[src/rtl/cfg_i2c_slave.sv]
module cfg_i2c_slave #(
  parameter int NUM_REGS = 6,
  parameter logic [6:0] DEV_ADDR = 7'h69,
  parameter int FILT_LEN = 4,
  parameter logic [NUM_REGS*8-1:0] DEFAULTS = 48'h06_00_00_FF_FF_FF,
  parameter int INV_BYTE = 1,
  parameter logic [7:0] INV_MASK = 8'h70
) (
  input  logic clk,
  input  logic rst_n,
  input  logic scl_i,
  input  logic sda_i,
  output logic sda_oe,
  output logic [NUM_REGS*8-1:0] cfg_o
);
  localparam int CW = $clog2(FILT_LEN + 1);
  localparam int WMAX = NUM_REGS + 2;
  localparam int RMAX = NUM_REGS + 1;
  localparam int WW = $clog2(WMAX + 1);
  localparam int PW = $clog2(RMAX + 1);
  localparam int IW = (NUM_REGS > 1) ? $clog2(NUM_REGS) : 1;

  typedef enum logic [2:0] {S_IDLE, S_RX, S_ACK, S_TX, S_RACK} state_t;

  logic [1:0] ln_in, filt, filt_q;
  assign ln_in = {scl_i, sda_i};

  for (genvar g = 0; g < 2; g++) begin : g_filt
    logic s1, s2, f;
    logic [CW-1:0] cnt;
    always_ff @(posedge clk or negedge rst_n)
      if (!rst_n) begin
        s1 <= 1'b1; s2 <= 1'b1; f <= 1'b1; cnt <= '0;
      end else begin
        s1 <= ln_in[g];
        s2 <= s1;
        if (s2 == f) cnt <= '0;
        else if (cnt == CW'(FILT_LEN - 1)) begin
          f <= s2; cnt <= '0;
        end else cnt <= cnt + 1'b1;
      end
    assign filt[g] = f;
  end

  always_ff @(posedge clk or negedge rst_n)
    if (!rst_n) filt_q <= 2'b11;
    else filt_q <= filt;

  logic scl_f, sda_f, scl_q, sda_q, rise, fall, start, stop;
  assign {scl_f, sda_f} = filt;
  assign {scl_q, sda_q} = filt_q;
  assign rise  = scl_f & ~scl_q;
  assign fall  = ~scl_f & scl_q;
  assign start = scl_f & scl_q & sda_q & ~sda_f;
  assign stop  = scl_f & scl_q & ~sda_q & sda_f;

  state_t state;
  logic [3:0] bitcnt;
  logic [7:0] shreg, txsh, tx_next;
  logic first, rd, nack;
  logic [WW-1:0] wcnt;
  logic [PW-1:0] rptr;
  logic [7:0] regs [NUM_REGS];

  for (genvar g = 0; g < NUM_REGS; g++) begin : g_out
    assign cfg_o[8*g +: 8] = regs[g];
  end

  always_comb begin
    if (rptr == '0) tx_next = 8'(NUM_REGS);
    else if (rptr <= PW'(NUM_REGS))
      tx_next = regs[IW'(rptr - PW'(1))] ^ ((rptr == PW'(INV_BYTE + 1)) ? INV_MASK : 8'h00);
    else tx_next = 8'hFF;
  end

  always_ff @(posedge clk or negedge rst_n)
    if (!rst_n) begin
      state <= S_IDLE; bitcnt <= '0; shreg <= '0; txsh <= '0;
      first <= 1'b0; rd <= 1'b0; nack <= 1'b0; wcnt <= '0; rptr <= '0;
      sda_oe <= 1'b0;
      for (int k = 0; k < NUM_REGS; k++) regs[k] <= DEFAULTS[8*k +: 8];
    end else if (start) begin
      state <= S_RX; first <= 1'b1; bitcnt <= '0; sda_oe <= 1'b0;
      wcnt <= '0; rptr <= '0;
    end else if (stop) begin
      state <= S_IDLE; sda_oe <= 1'b0;
    end else begin
      case (state)
        S_RX: begin
          if (rise) begin
            shreg <= {shreg[6:0], sda_f};
            bitcnt <= bitcnt + 1'b1;
          end
          if (fall && bitcnt == 4'd8) begin
            bitcnt <= '0;
            if (first) begin
              first <= 1'b0;
              if (shreg[7:1] == DEV_ADDR) begin
                rd <= shreg[0]; sda_oe <= 1'b1; state <= S_ACK;
              end else begin
                sda_oe <= 1'b0; state <= S_IDLE;
              end
            end else begin
              sda_oe <= 1'b1; state <= S_ACK;
              if (wcnt >= WW'(2) && wcnt < WW'(WMAX)) regs[IW'(wcnt - WW'(2))] <= shreg;
              if (wcnt != WW'(WMAX)) wcnt <= wcnt + 1'b1;
            end
          end
        end
        S_ACK: if (fall) begin
          if (rd) begin
            txsh <= tx_next; sda_oe <= ~tx_next[7]; bitcnt <= '0; state <= S_TX;
            if (rptr != PW'(RMAX)) rptr <= rptr + 1'b1;
          end else begin
            sda_oe <= 1'b0; state <= S_RX;
          end
        end
        S_TX: begin
          if (rise) bitcnt <= bitcnt + 1'b1;
          if (fall) begin
            if (bitcnt == 4'd8) begin
              sda_oe <= 1'b0; bitcnt <= '0; state <= S_RACK;
            end else begin
              txsh <= {txsh[6:0], 1'b1}; sda_oe <= ~txsh[6];
            end
          end
        end
        S_RACK: begin
          if (rise) nack <= sda_f;
          if (fall) begin
            if (nack) begin
              sda_oe <= 1'b0; state <= S_IDLE;
            end else begin
              txsh <= tx_next; sda_oe <= ~tx_next[7]; bitcnt <= '0; state <= S_TX;
              if (rptr != PW'(RMAX)) rptr <= rptr + 1'b1;
            end
          end
        end
        default: sda_oe <= 1'b0;
      endcase
    end

  p_idle_quiet_r1: assert property (@(posedge clk) disable iff (!rst_n)
    state == S_IDLE |-> !sda_oe);
  p_store_on_ack_r3: assert property (@(posedge clk) disable iff (!rst_n)
    cfg_o != $past(cfg_o) |-> sda_oe);
  p_sda_hold_r4: assert property (@(posedge clk) disable iff (!rst_n)
    scl_f && scl_q |-> $stable(sda_oe));
  p_abort_r9: assert property (@(posedge clk) disable iff (!rst_n)
    stop |=> state == S_IDLE && !sda_oe);
  p_ptr_limit_r10: assert property (@(posedge clk) disable iff (!rst_n)
    wcnt <= WW'(WMAX) && rptr <= PW'(RMAX));
endmodule

[config.mk]
export PLATFORM = sky130hd
export DESIGN_NAME = cfg_i2c_slave
export DESIGN_NICKNAME = d
export VERILOG_FILES = /design/src/rtl/cfg_i2c_slave.sv
export SDC_FILE = /design/constraint.sdc
export NUM_CORES = 1
export LEC_CHECK = 0
export CELL_PAD_IN_SITES_DETAIL_PLACEMENT = 1
export CELL_PAD_IN_SITES_GLOBAL_PLACEMENT = 1
export CORE_MARGIN = 2
export CORE_UTILIZATION = 45
export CTS_CLUSTER_DIAMETER = 50
export CTS_CLUSTER_SIZE = 10
export DETAILED_ROUTE_END_ITERATION = 10
export GPL_TIMING_DRIVEN = 0
export PLACE_DENSITY = 0.87
export REMOVE_ABC_BUFFERS = 1
export SLEW_MARGIN = 10
export SYNTH_ARGS = -nofsm -noshare
export SYNTH_HDL_FRONTEND = slang
export SYNTH_SLANG_ARGS = --single-unit
[constraint.sdc]
create_clock -name clk -period 2.8 [get_ports clk]
set_input_delay 0.56 -clock clk [delete_from_list [all_inputs] [get_ports clk]]
set_output_delay 0.56 -clock clk [all_outputs]
set_load 0.03 [all_outputs]
==> results of run 1 <==
placed cells by master, fill, tap and decap left out, drive strengths merged, types with 4 or more instances in the layout:
cell type,count
dfrtp,61
mux2,63
mux2i,13
nand3,14
ha,11
a21oi,15
inv,13
nor3b,7
nor3,8
nor2b,6
mux4,8
nand3b,6
nand2b,5
dfstp,34
o21ai,17
a31oi,10
xnor2,4
nor2,14
clkbuf,11
nand2,26
clkdlybuf4s50,51
layout make-up:
type / instances / area (sq um)
inverters: 11 / 41.3
fillers: 1046 / 4620
flip-flops and latches: 95 / 2420
multi-input cells: 267 / 2220
clock buffers: 11 / 141
well taps: 136 / 170
clock inverters: 5 / 63.8
repair buffers: 54 / 553
through the flow:
step	power, mW	worst slack (ns)	utilization [%]
5_1_grt	4.62	-0.158	54.8
3_3_place_gp	3.23	-2.17	52.1
2_1_floorplan	2.88	0.176	-
4_1_cts	4.32	-0.0136	54.5
6_report	4.35	-0.0127	54.8
3_5_place_dp	3.34	-0.712	52.3
report_power, final:
group	leakage, nW	total [mW]	switching, mW	internal, mW
registers	1.17	2.01	0.406	1.61
logic	1.13	1.37	0.803	0.569
clock network	0.101	0.965	0.519	0.446
per-layer routing:
layer	vias up	part of all wire [%]
met3	23	4.4
met2	73	51
met4	0	1.5
li1	1517	-
met5	-	0
met1	1779	43
repair_timing:
item / CTS / global route
endpoints found under the setup margin: 12 / 38
setup buffers: 0 / 1
pin swaps: 0 / 1
gates resized for setup: 3 / 5
state kept, by name, summed over array words and instances (netlist names):
signal / flops
g_filt.cnt: 6
filt_q: 2
g_filt.f: 2
bitcnt: 4
rd: 1
cfg_o: 48
g_filt.s1: 2
g_filt.s2: 2
txsh: 7
sda_oe: 1
state: 3
shreg: 8
rptr: 3
first: 1
wcnt: 4
nack: 1
logic make-up (layout without fill, tap and decap cells):
family / count (synthesis) / in the layout
xor gates and xnor gates: 6 / 6
DFF: 95 / 95
AOI/OAI and AO/OA: 59 / 59
adders and majority gates: 11 / 11
and+or+nand+nor: 107 / 107
muxes: 84 / 84
buffers and inverters: 28 / 81
how the worst max path moves through the flow:
stage | from | endpoint | slack [ns] | depth (start not counted)
4_1_cts | bitcnt[1] | cfg_o[47] | -0.01 | 7
2_1_floorplan | rptr[0] | txsh[4] | 0.18 | 7
6_report | bitcnt[1] | cfg_o[47] | -0.01 | 7
5_1_grt | bitcnt[1] | cfg_o[45] | -0.16 | 7
3_3_place_gp | rst_n | cfg_o[37] | -2.17 | 1
3_5_place_dp | rptr[0] | txsh[5] | -0.71 | 7
==> impl_metrics.csv, run 1 <==
group,metric,value,unit
run_status,outcome,"complete, but fails checks",
run_status,violations,"setup timing",
global_route,grt_max_degree,64,
worst_setup_path,rrSetupSlack,-0.01,ns
clock_tree,cts_made_buffers,9,
clock_tree,clockBufferDepth,2,
worst_setup_path,critPathMaxStageDelay,0.58,ns
worst_setup_path,path_cells,"inv_1 > ha_1 > and3b_1 > nand2_1 > nor3_1 > nand3_1 > mux2_2",
die,ios,53,
die,core_area,0.0102,sq mm
yosys,synth_xor_area_share,1.12,%
finish,stdcell_area,0.00561,sq mm
clock_tree,postCtsHoldBufs,0,
yosys,ys_top_cells_by_area,"dfrtp_1 (32%), dfstp_2 (19%), mux2_2 (15%)",
detailed_routing,routed_wl,12300,um
worst_setup_path,critPathBufInv,1,
sta,final-hold-violation-count,0,
yosys,synth_top_cell_area_share,32.4,%
global_route,antenna_found_initial,0,
die,dieArea,0.0113,sq mm
yosys,ys_ff_latch,95,
sta,rsz0062_at_grt,"true",
detailed_routing,antenna_left,0,
worst_setup_path,cp_data_required_time,3.07,ns
clock_tree,cts-root-buf,"clkbuf_8",
finish,n_antenna_cell,0,
placement,hpwl,8450,um
worst_setup_path,arrival,3.09,ns
sta,hold-worst-slack,0.116,ns
sta,setup_slack,-0.0127,ns
detailed_routing,drtIter0Drc,161,
detailed_routing,drc,0,
sta,max_freq,0.356,GHz
yosys,synth_edf_count,0,
sta,fin_crit,2.81,ns
global_route,grt_pass1_vias,3717,
worst_setup_path,cpMaxStageDelayCell,"nand3_1",
power_and_ir_drop,power.leakage,2.41,nW
yosys,yosysMostFrequentCell,"mux2_2",
sta,skew,0.0141,ns
detailed_routing,dr.pass1.iters,4,
yosys,avgSynthCellArea,12.1,sq um
worst_setup_path,crit_type,"reg2reg",
placement,globalplace.congestion,0.841,
worst_setup_path,r2r_cells,7,
finish,layout.cells.non_filler,579,
flow_run,drv_cap,0,
detailed_routing,wl_per_cell,21.2,um
yosys,synth_common_cells,"mux2_2 (62), dfrtp_1 (61), dfstp_2 (34)",
detailed_routing,routed-via-count,3392,
worst_setup_path,reg2reg_from,"bitcnt[1]",
worst_setup_path,rr_endpoint,"cfg_o[47]",
die,die_h,106,um
global_route,met2_usage,39.5,%
sta,fin_crit_sh,100,%
yosys,synth_simple_gate_area_share,13.0,%
die,rows,37,
yosys,netlist_instances,390,
clock_tree,cts_tree,"done",
power_and_ir_drop,vdd_drop_max,0.000319,V
global_route,gr-max-usage-layer,"met2",
yosys,synth_top_family_by_area,"multiplexers",
placement,placed_cells,562,
yosys,ys_types,51,
worst_setup_path,cp-end-kind,"register",
yosys,synth-main-ff-cell,"dfrtp_1",
finish,fin_nets,453,
finish,area_growth,19.1,%
global_route,grtUsageMet3,4.90,%
die,die-width,106,um
clock_tree,clk_pin_slew,0.09,ns
global_route,met1_usage,29.2,%
worst_setup_path,cp-start-kind,"register",
sta,maxSlewHeadroom,35.2,%
placement,dpl_cell_area,0.00536,sq mm
sta,setup_viol,5,
global_route,overflow,0,
global_route,grt_pass1_wl,19900,um
sta,worst_pin_slew,0.959,ns
clock_tree,worstSkewPairLatency,0.39,ns
yosys,ys_seq_area_share,51.4,%
yosys,synth_adder_area_share,2.92,%
yosys,synth_mux_area_share,21.6,%
sta,drv_slew,0,
yosys,yosysWarnings,0,
detailed_routing,vias_per_cell,5.86,
yosys,synth_largest_area_cell,"dfrtp_1",
yosys,synth_compound_area_share,7.60,%
power_and_ir_drop,power_per_cell_area,775,mW/mm^2
clock_tree,clkSinkCount,95,
die,start_util,46.0,%
worst_setup_path,path_delay_family,"simple AND/OR/NAND/NOR gates",
worst_setup_path,cp_max_fo,8,
clock_tree,htreeDepth,3,
sta,fin_setup_tns,-0.0493,ns
yosys,synth-async-reset-ratio,100,%
yosys,syn_area,0.00471,sq mm
worst_hold_path,worstHoldPathType,"in2async",
finish,drive_gt1_share,29.8,%
global_route,grt_use_total,23.1,%
placement,portBuffers,52,
(Power assumes the default switching activity.)
==> run 2, diff against run 1 <==
==> constraint.sdc (replaced) <==
create_clock -name clk -period 2.8 [get_ports clk]
set_input_delay 0.56 -clock clk [delete_from_list [all_inputs] [get_ports clk]]
set_output_delay 0.56 -clock clk [all_outputs]
set_load 0.02 [all_outputs]
==> results of run 2 <==
Same layout as run 1 (identical final DEF). Status: complete, but fails checks: setup timing.
==> run 3, diff against run 2 <==
Settings changed: CTS_BUF_LIST set to sky130_fd_sc_hd__clkbuf_8 sky130_fd_sc_hd__clkbuf_16.
==> run 3 against run 2 <==
  * The run still ends with setup timing left
  * Clock skew hardly changed
  * Critical path depth stayed put
  * Count of clock-buffer cells in the layout is 1 lower
  * Final area stayed put
  * Core utilization stayed put
  * Total power hardly changed
  * First-iteration DRC count is 12% lower
  * Sequential share of layout area stayed put
  * Combinational power hardly changed
  * Register-to-register slack hardly changed
  * Sequential power hardly changed
  * Cell count stayed put
  * Critical endpoint unchanged
  * Largest cell class unchanged
  * Largest power group unchanged
==> impl_metrics.csv, run 3 (synthesis results as in run 1) <==
group,metric,value,unit
clock_tree,htreeDepth,3,
worst_setup_path,cpMaxStageDelayCell,"nand3_1",
clock_tree,cts-root-buf,"clkbuf_8",
global_route,overflow,0,
sta,fin_crit_sh,100,%
finish,layout_common_cells,"mux2_2 (62), dfrtp_1 (60), clkdlybuf4s50_1 (51), dfstp_2 (34), nand2_1 (26)",
placement,portBuffers,52,
worst_setup_path,cp-end-kind,"register",
worst_setup_path,cp_data_required_time,3.07,ns
clock_tree,clk_pin_slew,0.09,ns
detailed_routing,drtIter0Drc,142,
detailed_routing,dr.pass1.iters,4,
placement,hpwl,8450,um
flow_run,drv_cap,0,
die,start_util,46.0,%
placement,globalplace.congestion,0.841,
sta,maxSlewHeadroom,35.5,%
clock_tree,postCtsHoldBufs,0,
finish,drive_gt1_share,29.8,%
sta,drv_slew,0,
clock_tree,clockBufferDepth,2,
sta,rsz0062_at_grt,"true",
worst_setup_path,critPathMaxStageDelay,0.58,ns
clock_tree,clkSinkCount,95,
finish,fin_nets,453,
finish,largest_reg_flops,48,
detailed_routing,routed-via-count,3402,
die,die_h,106,um
global_route,grt_pass1_vias,3717,
clock_tree,worstSkewPairLatency,0.38,ns
clock_tree,cts_made_buffers,9,
worst_setup_path,path_cells,"inv_1 > ha_1 > and3b_1 > nand2_1 > nor3_1 > nand3_1 > mux2_2",
global_route,grt_use_total,23.1,%
sta,fin_setup_tns,-0.0222,ns
die,dieArea,0.0113,sq mm
run_status,outcome,"complete, but fails checks",
die,core_area,0.0102,sq mm
die,die-width,106,um
global_route,grt_pass1_wl,19900,um
sta,final-hold-violation-count,0,
detailed_routing,vias_per_cell,5.88,
sta,skew,0.0144,ns
power_and_ir_drop,vdd_drop_max,0.000320,V
detailed_routing,antenna_left,0,
finish,layout.cells.non_filler,579,
worst_setup_path,startpoint,"bitcnt[1]",
worst_setup_path,reg2reg_from,"bitcnt[1]",
global_route,antenna_found_initial,0,
placement,placed_cells,562,
worst_setup_path,cp-start-kind,"register",
sta,setup_viol,5,
finish,layout_commonest_cell,"mux2_2",
detailed_routing,routed_wl,12300,um
power_and_ir_drop,power.leakage,2.41,nW
finish,n_antenna_cell,0,
die,ios,53,
finish,area_growth,19.1,%
sta,worst_pin_slew,0.954,ns
clock_tree,cts_tree,"done",
worst_setup_path,arrival,3.08,ns
run_status,violations,"setup timing",
worst_hold_path,worstHoldPathType,"in2async",
sta,max_freq,0.356,GHz
detailed_routing,wl_per_cell,21.3,um
detailed_routing,drc,0,
sta,setup_slack,-0.00710,ns
global_route,grt_max_degree,64,
die,rows,37,
power_and_ir_drop,power_per_cell_area,774,mW/mm^2
worst_setup_path,crit_type,"reg2reg",
worst_setup_path,cp_max_fo,8,
sta,fin_crit,2.81,ns
## run 3: area by class of cell
type	count	area, sq um
clock buffer	10	138
clock inverter	6	67.6
fill	1046	4620
inverter	11	41.3
multi-input combinational	267	2220
sequential	95	2420
tap	136	170
timing repair buffer	54	553
## run 3: per-stage QoR
step	util, %	instance area, sq um	setup WS (ns)	hold slack (ns)	power [mW]
floorplan	-	4640	0.176	0.264	2.87
CTS	54.5	5570	-0.0136	0.127	4.31
finish	54.8	5610	-0.00710	0.119	4.34
global route	54.8	5610	-0.158	0.138	4.62
global placement	52.1	5330	-2.17	0.347	3.23
detailed placement	52.3	5360	-0.712	0.348	3.34
## run 3: per-layer routing
layer	vias to the layer above	global-route usage [%]	wire length, um	part of all wire [%]
li1	1518	-	-	-
met1	1794	29.2	5290	43
met2	69	39.5	6330	51
met3	21	4.90	535	4.3
met4	0	7.71	163	1.3
met5	-	0	0	0
## run 3: worst paths after layout
kind                       depth (start not counted)  slack (ns)           end
max in group asynchronous                          2        1.99      cfg_o[4]
min in group clk                                   0        0.36  g_filt[1].s2
setup reg to reg                                   7      -0.007     cfg_o[47]
hold / removal                                     1        0.12     bitcnt[1]
hold reg to reg                                    0        0.36  g_filt[1].s2
setup / recovery                                   7      -0.007     cfg_o[47]
## run 3: critical path: cells and delay by family (launching register included)
family	cells	cell delay (ns)
buffers and inverters	1	0.11
AND/OR/NAND/NOR	4	1.52
adder cells (fa/ha/maj)	1	0.15
multiplexers	1	0.47
flip-flops	1	0.43
## run 3: where the power goes
part / internal [mW] / switching [mW] / leakage, nW
Combinational: 0.569 / 0.799 / 1.13
Sequential: 1.61 / 0.407 / 1.17
Clock: 0.442 / 0.519 / 0.105
Total: 2.62 / 1.72 / 2.41
## run 3: timing repair
action | CTS | global route
pin swaps | 0 | 1
resized for setup | 3 | 5
endpoints found under the setup margin | 12 | 38
buffers inserted | 0 | 1
